File: src/rtl/dacrx_pkg.sv
package dacrx_pkg;
  typedef enum logic [1:0] {
    MODE_RUN      = 2'b00,
    MODE_GND_LOW  = 2'b01,
    MODE_GND_HIGH = 2'b10,
    MODE_FLOAT    = 2'b11
  } pd_mode_t;
endpackage

File: src/rtl/dacrx_sync.sv
module dacrx_sync #(
  parameter int          W      = 3,
  parameter int          STAGES = 2,
  parameter logic [W-1:0] IDLE  = '1
) (
  input  logic         clk,
  input  logic         rst,
  input  logic [W-1:0] d,
  output logic [W-1:0] q
);
  for (genvar b = 0; b < W; b++) begin : g_bit
    logic [STAGES-1:0] chain;
    always_ff @(posedge clk) begin
      if (rst) chain <= {STAGES{IDLE[b]}};
      else     chain <= {chain[STAGES-2:0], d[b]};
    end
    assign q[b] = chain[STAGES-1];
  end
endmodule

File: src/rtl/dacrx_frame.sv
module dacrx_frame #(
  parameter int FRAME_W = 24
) (
  input  logic               clk,
  input  logic               rst,
  input  logic               sclk_s,
  input  logic               fsn_s,
  input  logic               din_s,
  output logic               commit_o,
  output logic [FRAME_W-1:0] word_o
);
  localparam int CNT_W = $clog2(FRAME_W + 1);
  localparam logic [CNT_W-1:0] FULL = CNT_W'(FRAME_W);
  localparam logic [CNT_W-1:0] LAST = CNT_W'(FRAME_W - 1);

  logic               sclk_d, fsn_d, active;
  logic [CNT_W-1:0]   cnt;
  logic [FRAME_W-1:0] shreg, nxt;
  logic               sclk_fall, fs_fall, fs_rise, take, last;

  always_comb begin
    sclk_fall = sclk_d & ~sclk_s;
    fs_fall   = fsn_d & ~fsn_s;
    fs_rise   = ~fsn_d & fsn_s;
    take      = sclk_fall & active & (cnt < FULL);
    last      = take & (cnt == LAST);
    nxt       = {shreg[FRAME_W-2:0], din_s};
  end

  always_ff @(posedge clk) begin
    if (rst) begin
      sclk_d   <= 1'b1;
      fsn_d    <= 1'b1;
      active   <= 1'b0;
      cnt      <= '0;
      shreg    <= '0;
      commit_o <= 1'b0;
      word_o   <= '0;
    end else begin
      sclk_d   <= sclk_s;
      fsn_d    <= fsn_s;
      commit_o <= 1'b0;
      if (fs_rise) begin
        active <= 1'b0;
        cnt    <= '0;
        shreg  <= '0;
      end else if (fs_fall) begin
        active <= 1'b1;
        cnt    <= '0;
        shreg  <= '0;
      end else if (take) begin
        shreg <= nxt;
        cnt   <= cnt + 1'b1;
        if (last) begin
          commit_o <= 1'b1;
          word_o   <= nxt;
        end
      end
    end
  end

  // the bit counter never runs past one frame
  a_r7_cnt_bound: assert property (@(posedge clk) disable iff (rst)
    cnt <= FULL);
  // an early select release empties the frame with no commit
  a_r5_cancel_clears: assert property (@(posedge clk) disable iff (rst)
    fs_rise |=> (cnt == '0) && !commit_o);
  // with the select held high nothing is shifted
  a_r8_idle_no_shift: assert property (@(posedge clk) disable iff (rst)
    (fsn_s && fsn_d) |=> $stable(cnt) && $stable(shreg));
endmodule

File: src/rtl/dacrx_hold.sv
module dacrx_hold
  import dacrx_pkg::*;
#(
  parameter int CODE_W    = 16,
  parameter int MODE_W    = 2,
  parameter bit RESET_MID = 1'b0
) (
  input  logic              clk,
  input  logic              rst,
  input  logic              commit_i,
  input  logic [CODE_W-1:0] code_i,
  input  logic [MODE_W-1:0] mode_i,
  output logic [CODE_W-1:0] code_o,
  output pd_mode_t          mode_o,
  output logic              update_o
);
  localparam logic [CODE_W-1:0] RST_CODE =
    RESET_MID ? (CODE_W'(1) << (CODE_W - 1)) : '0;

  always_ff @(posedge clk) begin
    if (rst) begin
      code_o   <= RST_CODE;
      mode_o   <= MODE_RUN;
      update_o <= 1'b0;
    end else begin
      update_o <= commit_i;
      if (commit_i) begin
        code_o <= code_i;
        mode_o <= pd_mode_t'(mode_i);
      end
    end
  end

  // held values move only on a commit
  a_r3_hold: assert property (@(posedge clk) disable iff (rst)
    !commit_i |=> $stable(code_o) && $stable(mode_o));
  // each commit raises the strobe
  a_r9_commit_strobe: assert property (@(posedge clk) disable iff (rst)
    commit_i |=> update_o);
endmodule

File: src/rtl/serdac_frame_rx.sv
module serdac_frame_rx
  import dacrx_pkg::*;
#(
  parameter int CODE_W    = 16,
  parameter int MODE_W    = 2,
  parameter int PAD_W     = 6,
  parameter int SYNC_STG  = 2,
  parameter bit RESET_MID = 1'b0
) (
  input  logic              clk,
  input  logic              rst,
  input  logic              sclk_i,
  input  logic              fsel_n_i,
  input  logic              sdata_i,
  output logic [CODE_W-1:0] code_o,
  output logic [MODE_W-1:0] mode_o,
  output logic              update_o
);
  localparam int FRAME_W = PAD_W + MODE_W + CODE_W;

  logic [2:0]         raw, synced;
  logic               commit;
  logic [FRAME_W-1:0] word;
  pd_mode_t           mode_q;

  assign raw = {sclk_i, fsel_n_i, sdata_i};

  dacrx_sync #(.W(3), .STAGES(SYNC_STG), .IDLE(3'b111)) u_sync (
    .clk(clk), .rst(rst), .d(raw), .q(synced)
  );

  dacrx_frame #(.FRAME_W(FRAME_W)) u_frame (
    .clk(clk), .rst(rst),
    .sclk_s(synced[2]), .fsn_s(synced[1]), .din_s(synced[0]),
    .commit_o(commit), .word_o(word)
  );

  dacrx_hold #(.CODE_W(CODE_W), .MODE_W(MODE_W), .RESET_MID(RESET_MID)) u_hold (
    .clk(clk), .rst(rst), .commit_i(commit),
    .code_i(word[CODE_W-1:0]),
    .mode_i(word[CODE_W +: MODE_W]),
    .code_o(code_o), .mode_o(mode_q), .update_o(update_o)
  );

  assign mode_o = MODE_W'(mode_q);

  // strobe lasts a single cycle
  a_r9_one_cycle: assert property (@(posedge clk) disable iff (rst)
    update_o |=> !update_o);
  // a code change is always accompanied by the strobe
  a_r3_code_with_strobe: assert property (@(posedge clk) disable iff (rst)
    (code_o != $past(code_o)) |-> update_o);
endmodule

File: config.mk
export PLATFORM = sky130hd
export DESIGN_NAME = serdac_frame_rx
export DESIGN_NICKNAME = d
export VERILOG_FILES = /design/src/rtl/dacrx_pkg.sv /design/src/rtl/dacrx_sync.sv /design/src/rtl/dacrx_frame.sv /design/src/rtl/dacrx_hold.sv /design/src/rtl/serdac_frame_rx.sv
export SDC_FILE = /design/constraint.sdc
export NUM_CORES = 1
export LEC_CHECK = 0
export ABC_AREA = 0
export ABC_CLOCK_PERIOD_IN_PS = 4260
export BUFFER_PORTS_ARGS = -buffer_cell sky130_fd_sc_hd__buf_2
export CAP_MARGIN = 20
export CORE_MARGIN = 4
export CORE_UTILIZATION = 40
export CTS_BUF_LIST = sky130_fd_sc_hd__clkbuf_4
export DETAILED_ROUTE_END_ITERATION = 8
export HOLD_SLACK_MARGIN = 0.15
export PLACE_DENSITY = 0.54
export SKIP_LAST_GASP = 1
export SLEW_MARGIN = 20
export SYNTH_ARGS = -nofsm -noshare
export SYNTH_HDL_FRONTEND = slang
export SYNTH_SLANG_ARGS = --single-unit
export TNS_END_PERCENT = 1
File: constraint.sdc
create_clock -name clk -period 4.26 [get_ports clk]
set_clock_uncertainty 0.05 [all_clocks]
set_input_delay 0.639 -clock clk [delete_from_list [all_inputs] [get_ports clk]]
set_output_delay 0.639 -clock clk [all_outputs]
set_load 0.005 [all_outputs]
# Yosys cells after proc, flatten, opt, wreduce, memory -nomap -nowiden
# Cells that the tools add are included.
# classes
add_sub_neg,1
n_lt_le_gt_ge,1
n_eq_ne,1
n_mux,1
n_bitwise,12
n_reduce_logical,4
# op_table
cell,count
$and 1x1->1,6
$not 1->1,6
$add 5x1->5 const B,1
$eq 5x5->1 const B,1
$lt 5x5->1 const B,1
$reduce_and 4->1,1
$reduce_or 4->1,1
$reduce_or 3->1,1
$reduce_or 2->1,1
$mux 1,1
# totals
ff_bits,69
in_bits,5
out_inout_bits,19
elab_cells,33

# Logic depth before layout (Yosys ltp)
# logic_depth
ltp_word,6
mapped_depth,7
ltp_nobuf,5

# By module
# A second synthesis with hierarchy kept.
# hier_totals
hier_cells,318
hier_area_um2,3156.8
# modules_own_cells
module,instances,cells_per_inst,area_each_um2,seq_area_each_um2
dacrx_frame,1,243,2301.0,1121.1
dacrx_hold,1,60,675.6,380.4
dacrx_sync,1,15,180.2,120.1

# Worst setup path after synthesis
# Ideal clock, no wire load.
# synth_path
path_kind,flip-flop to flip-flop
from,register u_frame.fsn_d
to,register u_frame.word_o[7]
setup_time_ns,0.132
arrival_ns,1.326
t_required_ns,4.078
slack_ns,2.752
stages_incl_launch_ff,7
path_buffers,1
period_less_slack_ns,1.508
path_cell_list,dfxtp_1 -> inv_1 -> ha_1 -> nand3b_1 -> buf_2 -> o31ai_1 -> a21oi_1
# synth_between
elab_chain_len,4
word_cells_on_any_way,6
classes_between,bitwise: 5; reduce/logical: 1
# synth_rtl
item,line,text
"start, declared",dacrx_frame.sv:16,"logic sclk_d, fsn_d, active;"
"start signal, assigned",dacrx_frame.sv:41,fsn_d <= fsn_s;
$not 1->1,dacrx_frame.sv:24,fs_rise = ~fsn_d & fsn_s;
$and 1x1->1,dacrx_frame.sv:24,
$not 1->1 (no source line),--,
$reduce_and 4->1 (no source line) (*),--,
"end signal, assigned",dacrx_frame.sv:56,word_o <= nxt;
"end, declared",dacrx_frame.sv:10,output logic [FRAME_W-1:0] word_o
# Every way passes the cells marked *; elsewhere a longest branch is shown, timed or not.
# A chain may end at the register's enable or synchronous reset.

# Final worst setup path
# layout_path
from,register u_frame.fsn_d
to,register u_frame.word_o[0]
# The elaborated chain is that of the path after synthesis.

==> run summary <==
Most frequent cells in the layout = dfxtp_1 (68), mux2i_1 (34), buf_2 (23)
CP max-delay cell = nand3b_1
CTS Buffer Depth = 2
Synthesized instance count = 259
Final nets = 281
Core Area = 6350 sq um
Post-CTS Setup Repair Bufs = 0
Die Width = 89.1 um
Chip Height = 89.1 um
Primary FF master, synth = dfxtp_1
Hold WS = 0.353 ns
Min Tclk post-route = 2.02 ns
Synth top area cells = dfxtp_1 (53%), mux2i_1 (13%), o31ai_1 (5.4%)
Wire length on met1 = 2.41 mm
Layout cell share with drive strength beyond 1 = 17.6%
DP HPWL = 3.00 mm
Met3 routed WL = 180 um
Port Buffers = 23
GR Overflow Total = 0
Via count = 1904
Root Buffer = clkbuf_4
Sequential fraction of the synthesis area = 52.5%
I/O pin count = 24
Yosys reg bits = 69
Final hold vios = 0
Synth Cell Area = 2630 sq um
RSZ-0062 raised after global routing = false
Initial antenna violation count = 0
Hold Crit Class = in2reg
Reg clk slew, reported paths = 0.11 ns
Area share of the largest cell type after synthesis = 52.5%
# setup viols final = 0
Pwr dens = 394 nW/um^2
# diodes = 0
Avg WL per Cell = 14.1 um
1st-iter DRT viols = 54
EDFF count, synth = 0
Share of synthesized registers carrying an async set or reset = 0%
Crit Path Class = reg2reg
Clock Sinks = 69
Setup_tns = 0 ns
Rows = 29
Hold_buf cts = 0
Post-synth top area cell = dfxtp_1
CTS tree = done
Synth unique cells = 33
Starting Density = 41.4%
CP max FO = 18
DRT antenna net count = 0
Most common cell after layout, fill and taps aside = dfxtp_1
Largest net degree at the start of global routing = 50
Die ar. = 7940 sq um
Tot Pwr = 1.14 mW
Worst EP arrival = 2.23 ns
Syn_area_per_cell = 10.2 sq um
Met2 WL = 2.28 mm
Global-route wire length before repair = 8.39 mm
Period utilization = 47.4%
Critical Path Max Stage Delay = 0.58 ns
Uppermost layer routed = met4
Final Max Slew Viols = 0
Area delta synth->final = 10.0%
H-tree levels = 3
Maximum VDD drop = 0.215 mV
Worst-skew pair later-pin latency = 0.41 ns
RePlAce Congestion = 0.672
Number of global-route vias before repair = 1764
Max Cap Viol = 0
CTS Buf Count = 9
Syn nets = 267
GRT Resource Usage Total = 13.9%
Critical Path End Type = flip-flop
DR vias/cell = 5.36
DRC = 0
DR pass1 iterations = 4
Slew Limit Headroom = 43.0%
Post_cts resized = 0
Lkg Pwr = 1.02 nW
Worst Path Required = 4.47 ns
Outcome = finished, final reports clean
Cells along the critical path = inv_1 > ha_1 > nand3b_1 > o31ai_1 > a21oi_1
Routed WL = 5.01 mm
Worst-Margin Slew = 0.853 ns
FMAX = 0.495 GHz
Startpoint Class = flip-flop
Synth warnings = 0
==> cells by family after synthesis <==
| kind of cell | share of synthesized area [%] |
|---|---|
| compound gates | 10.9 |
| fa+ha+maj | 1.43 |
| simple gates | 17.9 |
| flops | 52.5 |
| buf+inv | 4.28 |
| mux | 12.9 |
==> flip-flops by register name (all words and copies together) (netlist names) <==
name / flops
u_hold.mode_o: 2
u_frame.fsn_d: 1
u_frame.shreg: 17
u_hold.code_o: 16
u_frame.sclk_d: 1
u_frame.active: 1
u_frame.cnt: 5
u_frame.word_o: 18
u_sync.g_bit.chain: 6
u_hold.update_o: 1
u_frame.commit_o: 1
==> where the power goes <==
group | total [mW] | switching [mW] | leakage, nW | internal (mW)
Clock | 0.467 | 0.228 | 0.0852 | 0.239
Combinational | 0.0234 | 0.0163 | 0.376 | 0.00716
Sequential | 0.651 | 0.00226 | 0.558 | 0.649
Total | 1.14 | 0.246 | 1.02 | 0.895
==> cells in the mapped netlist, drive strengths merged (2+ instances only) <==
cell type  count
nand3b         2
nor3           2
clkbuf         7
nand2         19
and2           2
mux2i         34
o21ai          3
dfxtp         69
a21oi         21
and3b          2
nor2          21
buf           13
nand4         19
or3            2
nand3          2
ha             3
inv            3
o31ai         19
or2            8
==> metal layers <==
layer  vias up  global-route usage [%]
li1        969                       -
met1       891                    17.9
met5         -                       0
met4         0                    8.12
met2        32                    21.4
met3        12                    3.04
==> cell type report <==
class | instances | area [sq um]
clock buffer | 10 | 75.1
fill | 641 | 3460
inverter | 3 | 11.3
timing repair buffer | 23 | 115
multi-input combinational | 167 | 1140
sequential | 69 | 1380
tap | 77 | 96.3
clock inverter | 6 | 77.6
==> metrics by stage <==
step,utilization [%],std cells,cell area (sq um),setup WS [ns]
after floorplan,-,259,2630,2.75
after global placement,43.2,339,2740,2.03
after detailed placement,43.2,339,2740,1.94
after CTS,45.6,355,2890,2.23
after global routing,45.6,355,2890,1.98
final,45.6,355,2890,2.24
==> final timing paths <==
check / slack (ns) / cells after the start / from / endpoint
max: 2.24 / 5 / u_frame.fsn_d / u_frame.word_o[0]
min: 0.35 / 2 / sclk_i / u_sync.g_bit[2].chain[0]
max reg2reg: 2.24 / 5 / u_frame.fsn_d / u_frame.word_o[0]
min reg2reg: 0.37 / 1 / u_sync.g_bit[0].chain[0] / u_sync.g_bit[0].chain[1]
==> critical path: cells and delay by family, from the launching register on <==
kind                       cells  cell delay, ns
adders and majority gates      1            0.30
and+or+nand+nor                1            0.58
buffers and inverters          1            0.04
AOI/OAI and AO/OA              2            0.56
DFF                            1            0.34
Note: power is estimated with default switching activity, not from simulation.
